**src/rtl/hcmd_pkg.sv**
```systemverilog
package hcmd_pkg;
  localparam int WORD_W = 16;
  localparam int HALF_W = WORD_W / 2;
  localparam int STATUS_WORDS = 2;

  localparam logic [HALF_W-1:0] OP_CONFIG   = 8'hFD;
  localparam logic [HALF_W-1:0] OP_PAGE     = 8'hFE;
  localparam logic [WORD_W-1:0] OP_CLKQUERY = 16'h8801;
  localparam logic [WORD_W-1:0] CLK_MISSING = 16'h92FB;

  typedef struct packed {
    logic              wr;
    logic              rd;
    logic              lo_rd;
    logic              data_sel;
    logic [WORD_W-1:0] word;
  } access_t;
endpackage

```
**src/rtl/hcmd_byte_merge.sv**
```systemverilog
module hcmd_byte_merge
  import hcmd_pkg::*;
#(
  parameter int W = WORD_W
) (
  input  logic          clk,
  input  logic          rst,
  input  logic          byte_mode,
  input  logic          bus_sel,
  input  logic          bus_wr,
  input  logic          bus_addr,
  input  logic [W-1:0]  bus_wdata,
  output access_t       acc,
  output logic          phase_q
);
  localparam int H = W / 2;

  logic [H-1:0] hi_q;

  always_ff @(posedge clk) begin
    if (rst) begin
      phase_q <= 1'b0;
      hi_q    <= '0;
    end else if (byte_mode && bus_sel) begin
      phase_q <= !phase_q;
      if (!phase_q && bus_wr) hi_q <= bus_wdata[H-1:0];
    end
  end

  always_comb begin
    acc          = '0;
    acc.data_sel = bus_addr;
    if (!byte_mode) begin
      acc.wr   = bus_sel && bus_wr;
      acc.rd   = bus_sel && !bus_wr;
      acc.word = bus_wdata;
    end else begin
      acc.wr    = bus_sel && bus_wr && phase_q;
      acc.rd    = bus_sel && !bus_wr && !phase_q;
      acc.lo_rd = bus_sel && !bus_wr && phase_q;
      acc.word  = {hi_q, bus_wdata[H-1:0]};
    end
  end
endmodule

```
**src/rtl/hcmd_cmd_decode.sv**
```systemverilog
module hcmd_cmd_decode
  import hcmd_pkg::*;
#(
  parameter int W = WORD_W
) (
  input  logic           clk,
  input  logic           rst,
  input  logic           wr_stb,
  input  logic [W-1:0]   word,
  output logic [W/2-1:0] page_q,
  output logic           wait_q,
  output logic           clkq_stb
);
  localparam int H = W / 2;

  always_ff @(posedge clk) begin
    if (rst) begin
      page_q <= '0;
      wait_q <= 1'b1;
    end else if (wr_stb) begin
      case (word[W-1:H])
        OP_CONFIG: wait_q <= !word[1];
        OP_PAGE:   page_q <= word[H-1:0];
        default:   ;
      endcase
    end
  end

  assign clkq_stb = wr_stb && (word == OP_CLKQUERY);
endmodule

```
**src/rtl/hcmd_status_queue.sv**
```systemverilog
module hcmd_status_queue #(
  parameter int DEPTH = 2,
  parameter int W     = 16
) (
  input  logic                         clk,
  input  logic                         rst,
  input  logic                         load,
  input  logic [DEPTH-1:0][W-1:0]      load_words,
  input  logic                         pop,
  output logic [W-1:0]                 head,
  output logic [$clog2(DEPTH+1)-1:0]   count
);
  localparam int CW = $clog2(DEPTH + 1);

  logic [DEPTH-1:0][W-1:0] slots;

  always_ff @(posedge clk) begin
    if (rst) begin
      slots <= '0;
      count <= '0;
    end else if (load) begin
      slots <= load_words;
      count <= CW'(DEPTH);
    end else if (pop && count != '0) begin
      for (int i = 0; i < DEPTH - 1; i++) slots[i] <= slots[i+1];
      slots[DEPTH-1] <= '0;
      count <= count - 1'b1;
    end
  end

  assign head = (count != '0) ? slots[0] : '0;
endmodule

```
**src/rtl/hostcmd_if.sv**
```systemverilog
module hostcmd_if
  import hcmd_pkg::*;
#(
  parameter int W = WORD_W
) (
  input  logic         clk,
  input  logic         rst,
  input  logic         byte_mode_pin,
  input  logic         bus_sel,
  input  logic         bus_wr,
  input  logic         bus_addr,
  input  logic [W-1:0] bus_wdata,
  output logic [W-1:0] bus_rdata,
  output logic         bus_rvalid,
  input  logic         irq_n,
  input  logic [W-1:0] clkb_word,
  input  logic         clkb_ok,
  input  logic [W-1:0] clka_word,
  input  logic         clka_ok,
  input  logic         fsync_ok,
  output logic         wait_out
);
  localparam int H  = W / 2;
  localparam int CW = $clog2(STATUS_WORDS + 1);

  logic          mode_q;
  access_t       acc;
  logic          phase_q;
  logic          acc_wr;
  logic [W-1:0]  acc_word;
  logic [H-1:0]  page_q;
  logic          clkq_stb;
  logic [W-1:0]  q_head;
  logic [CW-1:0] pend;
  logic [W-1:0]  src;
  logic [H-1:0]  lo_hold;
  logic [STATUS_WORDS-1:0][W-1:0] status_words;

  always_ff @(posedge clk) begin
    if (rst) mode_q <= byte_mode_pin;
  end

  hcmd_byte_merge #(.W(W)) u_merge (
    .clk(clk), .rst(rst), .byte_mode(mode_q),
    .bus_sel(bus_sel), .bus_wr(bus_wr), .bus_addr(bus_addr),
    .bus_wdata(bus_wdata), .acc(acc), .phase_q(phase_q)
  );

  assign acc_wr   = acc.wr && !acc.data_sel;
  assign acc_word = acc.word;

  hcmd_cmd_decode #(.W(W)) u_dec (
    .clk(clk), .rst(rst), .wr_stb(acc_wr), .word(acc_word),
    .page_q(page_q), .wait_q(wait_out), .clkq_stb(clkq_stb)
  );

  assign status_words[0] = (clkb_ok && fsync_ok) ? clkb_word : CLK_MISSING;
  assign status_words[1] = (clka_ok && fsync_ok) ? clka_word : CLK_MISSING;

  hcmd_status_queue #(.DEPTH(STATUS_WORDS), .W(W)) u_q (
    .clk(clk), .rst(rst), .load(clkq_stb), .load_words(status_words),
    .pop(acc.rd && acc.data_sel), .head(q_head), .count(pend)
  );

  assign src = acc.data_sel ? q_head : {page_q, {(H-2){1'b0}}, irq_n, 1'b0};

  always_ff @(posedge clk) begin
    if (rst) begin
      bus_rdata  <= '0;
      bus_rvalid <= 1'b0;
      lo_hold    <= '0;
    end else begin
      bus_rvalid <= bus_sel && !bus_wr;
      if (acc.rd) begin
        bus_rdata <= mode_q ? {{H{1'b0}}, src[W-1:H]} : src;
        lo_hold   <= src[H-1:0];
      end else if (acc.lo_rd) begin
        bus_rdata <= {{H{1'b0}}, lo_hold};
      end
    end
  end
endmodule

```
**config.mk**
```make
export PLATFORM = sky130hd
export DESIGN_NAME = hostcmd_if
export DESIGN_NICKNAME = d
export VERILOG_FILES = /design/src/rtl/hcmd_pkg.sv /design/src/rtl/hcmd_byte_merge.sv /design/src/rtl/hcmd_cmd_decode.sv /design/src/rtl/hcmd_status_queue.sv /design/src/rtl/hostcmd_if.sv
export SDC_FILE = /design/constraint.sdc
export NUM_CORES = 1
export LEC_CHECK = 0
export ABC_CLOCK_PERIOD_IN_PS = 2800
export CORE_MARGIN = 2
export CORE_UTILIZATION = 53
export CTS_BUF_LIST = sky130_fd_sc_hd__clkbuf_8
export CTS_CLUSTER_DIAMETER = 80
export DETAILED_ROUTE_END_ITERATION = 7
export GPL_TIMING_DRIVEN = 0
export HOLD_SLACK_MARGIN = 0.12
export PLACE_DENSITY = 0.82
export RECOVER_POWER = 100
export SLEW_MARGIN = 20
export SYNTH_ARGS = -nofsm -noshare
export SYNTH_HDL_FRONTEND = slang
export SYNTH_SLANG_ARGS = --single-unit
export TNS_END_PERCENT = 100
```
**constraint.sdc**
```tcl
create_clock -name clk -period 2.8 [get_ports clk]
set_clock_uncertainty 0.1 [all_clocks]
set_input_delay 0.56 -clock clk [delete_from_list [all_inputs] [get_ports clk]]
set_output_delay 0.56 -clock clk [all_outputs]
set_load 0.01 [all_outputs]
```
==> results_dict.tcl <==
set metrics [dict create \
    r2r_setup_slack_ns 0.46 \
    antenna_found_initial 0 \
    num_vias 3267 \
    final-seq-area_um2 1570 \
    share_seq_of_total_power_pct 54.2 \
    power_frac_clock_pct 35.3 \
    core_area_um2 6420 \
    drive_above_1_share_pct 9.05 \
    power_density_nw_per_um2 464 \
    synth_seq_cells 78 \
    synth_edf_count 1 \
    r2r_start "mode_q" \
    cts_tree "yes" \
    grt-ovfl-total 0 \
    drt-vias-per-instance 5.69 \
    clk-insertion-delay-late_ns 0.35 \
    gp_congestion 0.907 \
    whs_path_depth 2 \
    instances_no_fill 574 \
    track_usage_pct 25.2 \
    yosysSeqAreaShare_pct 44.4 \
    hold_buffers 0 \
    internal_power_w 0.00157 \
    r2r-end "u_q.slots[11]" \
    worstMarginPinSlew_ns 0.883 \
    cts-root-buf "clkbuf_8" \
    post-route-util_pct 70.2 \
    netlist_instances 407 \
    fp.dieW_um 85.8 \
    p_sw_share_pct 24.9 \
    yosys.area.top_type "dfxtp_1" \
    io_pins 76 \
    ctsResizeCount 0 \
    clk_pin_slew_ns 0.07 \
    cts_sinks 78 \
    syn_nets 466 \
    status "finished, violations left" \
    switchingPower_w 0.000520 \
    start_util_pct 55.2 \
    cp_data_required_time_ns 2.91 \
    h-tree-depth 3 \
    dp_hpwl_um 6790 \
    drt_wl_total_um 9000 \
    p_comb_share_pct 10.5 \
    wire_per_inst_um 15.7 \
    p_leak_nw 1.70 \
    synthToLayoutAreaGrowth_pct 27.2 \
    die_area_um2 7360 \
    final_common_cell "dfxtp_1" \
    grt_pass1_vias 3184 \
    use_met2_pct 43.7 \
    holdWs_ns 0.356 \
    cts_inserted_buffers 9 \
    die_y_um 85.8 \
    most-common-layout-cells "77 x dfxtp_1, 53 x clkdlybuf4s50_1, 44 x nand2_1" \
    synth.avg_cell_area_um2 8.71 \
    worst_setup_path_end_kind "flip-flop" \
    busiest_layer "met2" \
    period_share_pct 93.5 \
    rows 29 \
    postRouteAntennaNets 0 \
    grt_pass1_wl_um 14700 \
    hold_viol 0 \
    worstHoldPathType "reg -> reg" \
    period_needed_ns 2.62 \
    path_class "in -> reg" \
    maxSlewViolCount 0 \
    clockBufferDepth 2 \
    synth_ff_type "dfxtp_1" \
    crit_arrival_ns 2.73 \
    hold_end "lo_hold[7]" \
    grt_max_degree 13 \
    timing.fmax_ghz 0.382 \
    ir_drop_mv 0.266 \
    rsz0062_at_grt "no" \
    ys_types 45 \
    postCtsSetupRepairBufs 0 \
    grtUsageMet1_pct 32.5 \
    synth_area_leaders "dfxtp_1 44%, mux2i_1 5.9%, a21oi_1 4.8%" \
    portBuffers 74 \
    syn-cell-area_um2 3540 \
    multi_input_area_um2 1740 \
    violations "DRC" \
    drtPass1Iterations 6 \
    cp-start-kind "input pin" \
    insertedDiodeCount 0 \
    finish.net_count 551 \
    relSlewSlack_pct 40.7 \
    dpl.cell_count 558 \
    hold_start "lo_hold[7]" \
    drcViolationCount 2 \
    cap_violations 0 \
    setup_viol 0 \
    rr_worst_depth 7 \
    drtIter0Drc 186 \
    fin_setup_tns_ns 0 \
    ys_async_sr_fraction_pct 0 \
    yosysWarnings 0 \
    grt_util_met3_pct 3.95 \
    cp_max_fo 10 \
    nFillCells 565 \
    yosysTopAreaCellShare_pct 43.5 \
]
-- worst max-delay path, stage by stage --
cell and delay (ns):
dlygate4sd3_1 0.64, nand2_1 0.13, a211o_1 0.39, or3_1 0.39, buf_2 0.18, clkbuf_2 0.21
nand3_1 0.14, a31oi_1 0.09
-- through the flow --
| step | total power [W] | cell area [um2] | worst slack [ns] |
|---|---|---|---|
| 6_report | 0.00209 | 4510 | 0.181 |
| 5_1_grt | 0.00216 | 4510 | 0.0894 |
| 4_1_cts | 0.00209 | 4550 | 0.250 |
| 3_5_place_dp | 0.00138 | 4380 | -0.100 |
| 3_3_place_gp | 0.00138 | 4380 | -0.0454 |
| 2_1_floorplan | 0.00125 | 3540 | 0.662 |
-- power by group through the flow --
stage	clock network, W	logic [W]	registers (W)
after floorplan	0	0.0000899	0.00116
after global routing	0.000786	0.000237	0.00114
after global placement	0	0.000218	0.00116
final	0.000739	0.000220	0.00113
after detailed placement	0	0.000222	0.00116
after CTS	0.000735	0.000223	0.00113
-- Yosys cell counts (3+ instances only) --
cell,n
dfxtp_1,77
nand2_1,44
nor2_1,40
a21oi_1,34
nand3_1,22
nor3_1,22
mux2i_1,21
clkbuf_1,16
inv_1,12
a211oi_2,10
o21ai_0,10
nand4_1,9
a22oi_1,8
buf_2,8
nand3b_1,8
nor3_2,8
nor3b_1,8
a2bb2oi_1,7
a31oi_1,6
nor2b_1,4
buf_6,3
-- cell type report --
| type | count | area share, % |
|---|---|---|
| tap | 77 | 2.14 |
| clock buffer | 10 | 3.05 |
| buffer | 30 | 3.25 |
| clock inverter | 6 | 0.666 |
| sequential | 78 | 34.9 |
| timing repair buffer | 74 | 16.4 |
| inverter | 13 | 1.08 |
| multi-input combinational | 286 | 38.5 |
-- logic make-up (layout without fill, tap and decap cells) --
group           Yosys count  after routing  share of synthesized area (%)
simple gates            180            180                           26.6
fa+ha+maj                 1              1                          0.353
buf+inv                  43            133                           5.68
xor+xnor                  2              2                          0.494
flops                    78             78                           44.4
mux                      22             22                           6.25
compound gates           81             81                           16.3
-- how the worst max path moves through the flow --
stage	from	endpoint	slack, ns	cells past startpoint
floorplan	bus_wdata[10]	u_q.slots[23]	0.66	7
global placement	bus_sel	u_q.slots[0]	-0.05	7
detailed placement	bus_wdata[3]	u_q.slots[20]	-0.1	8
CTS	bus_wdata[3]	u_q.slots[20]	0.25	8
global route	bus_sel	u_q.slots[19]	0.09	8
finish	bus_sel	u_q.slots[11]	0.18	8
-- metal layers --
metal	share of wire, %	up-vias
li1	-	1613
met5	0	-
met2	50	101
met1	43	1540
met3	5.3	13
met4	1.2	0
-- sequential cells by signal, summed over array words and instances (netlist names) --
signal	flops
mode_q	1
bus_rvalid	1
bus_rdata	16
u_merge.hi_q	8
lo_hold	8
u_merge.phase_q	1
u_q.count	2
u_dec.page_q	8
u_dec.wait_q	1
u_q.slots	32
Note: power is estimated with default switching activity, not from simulation.
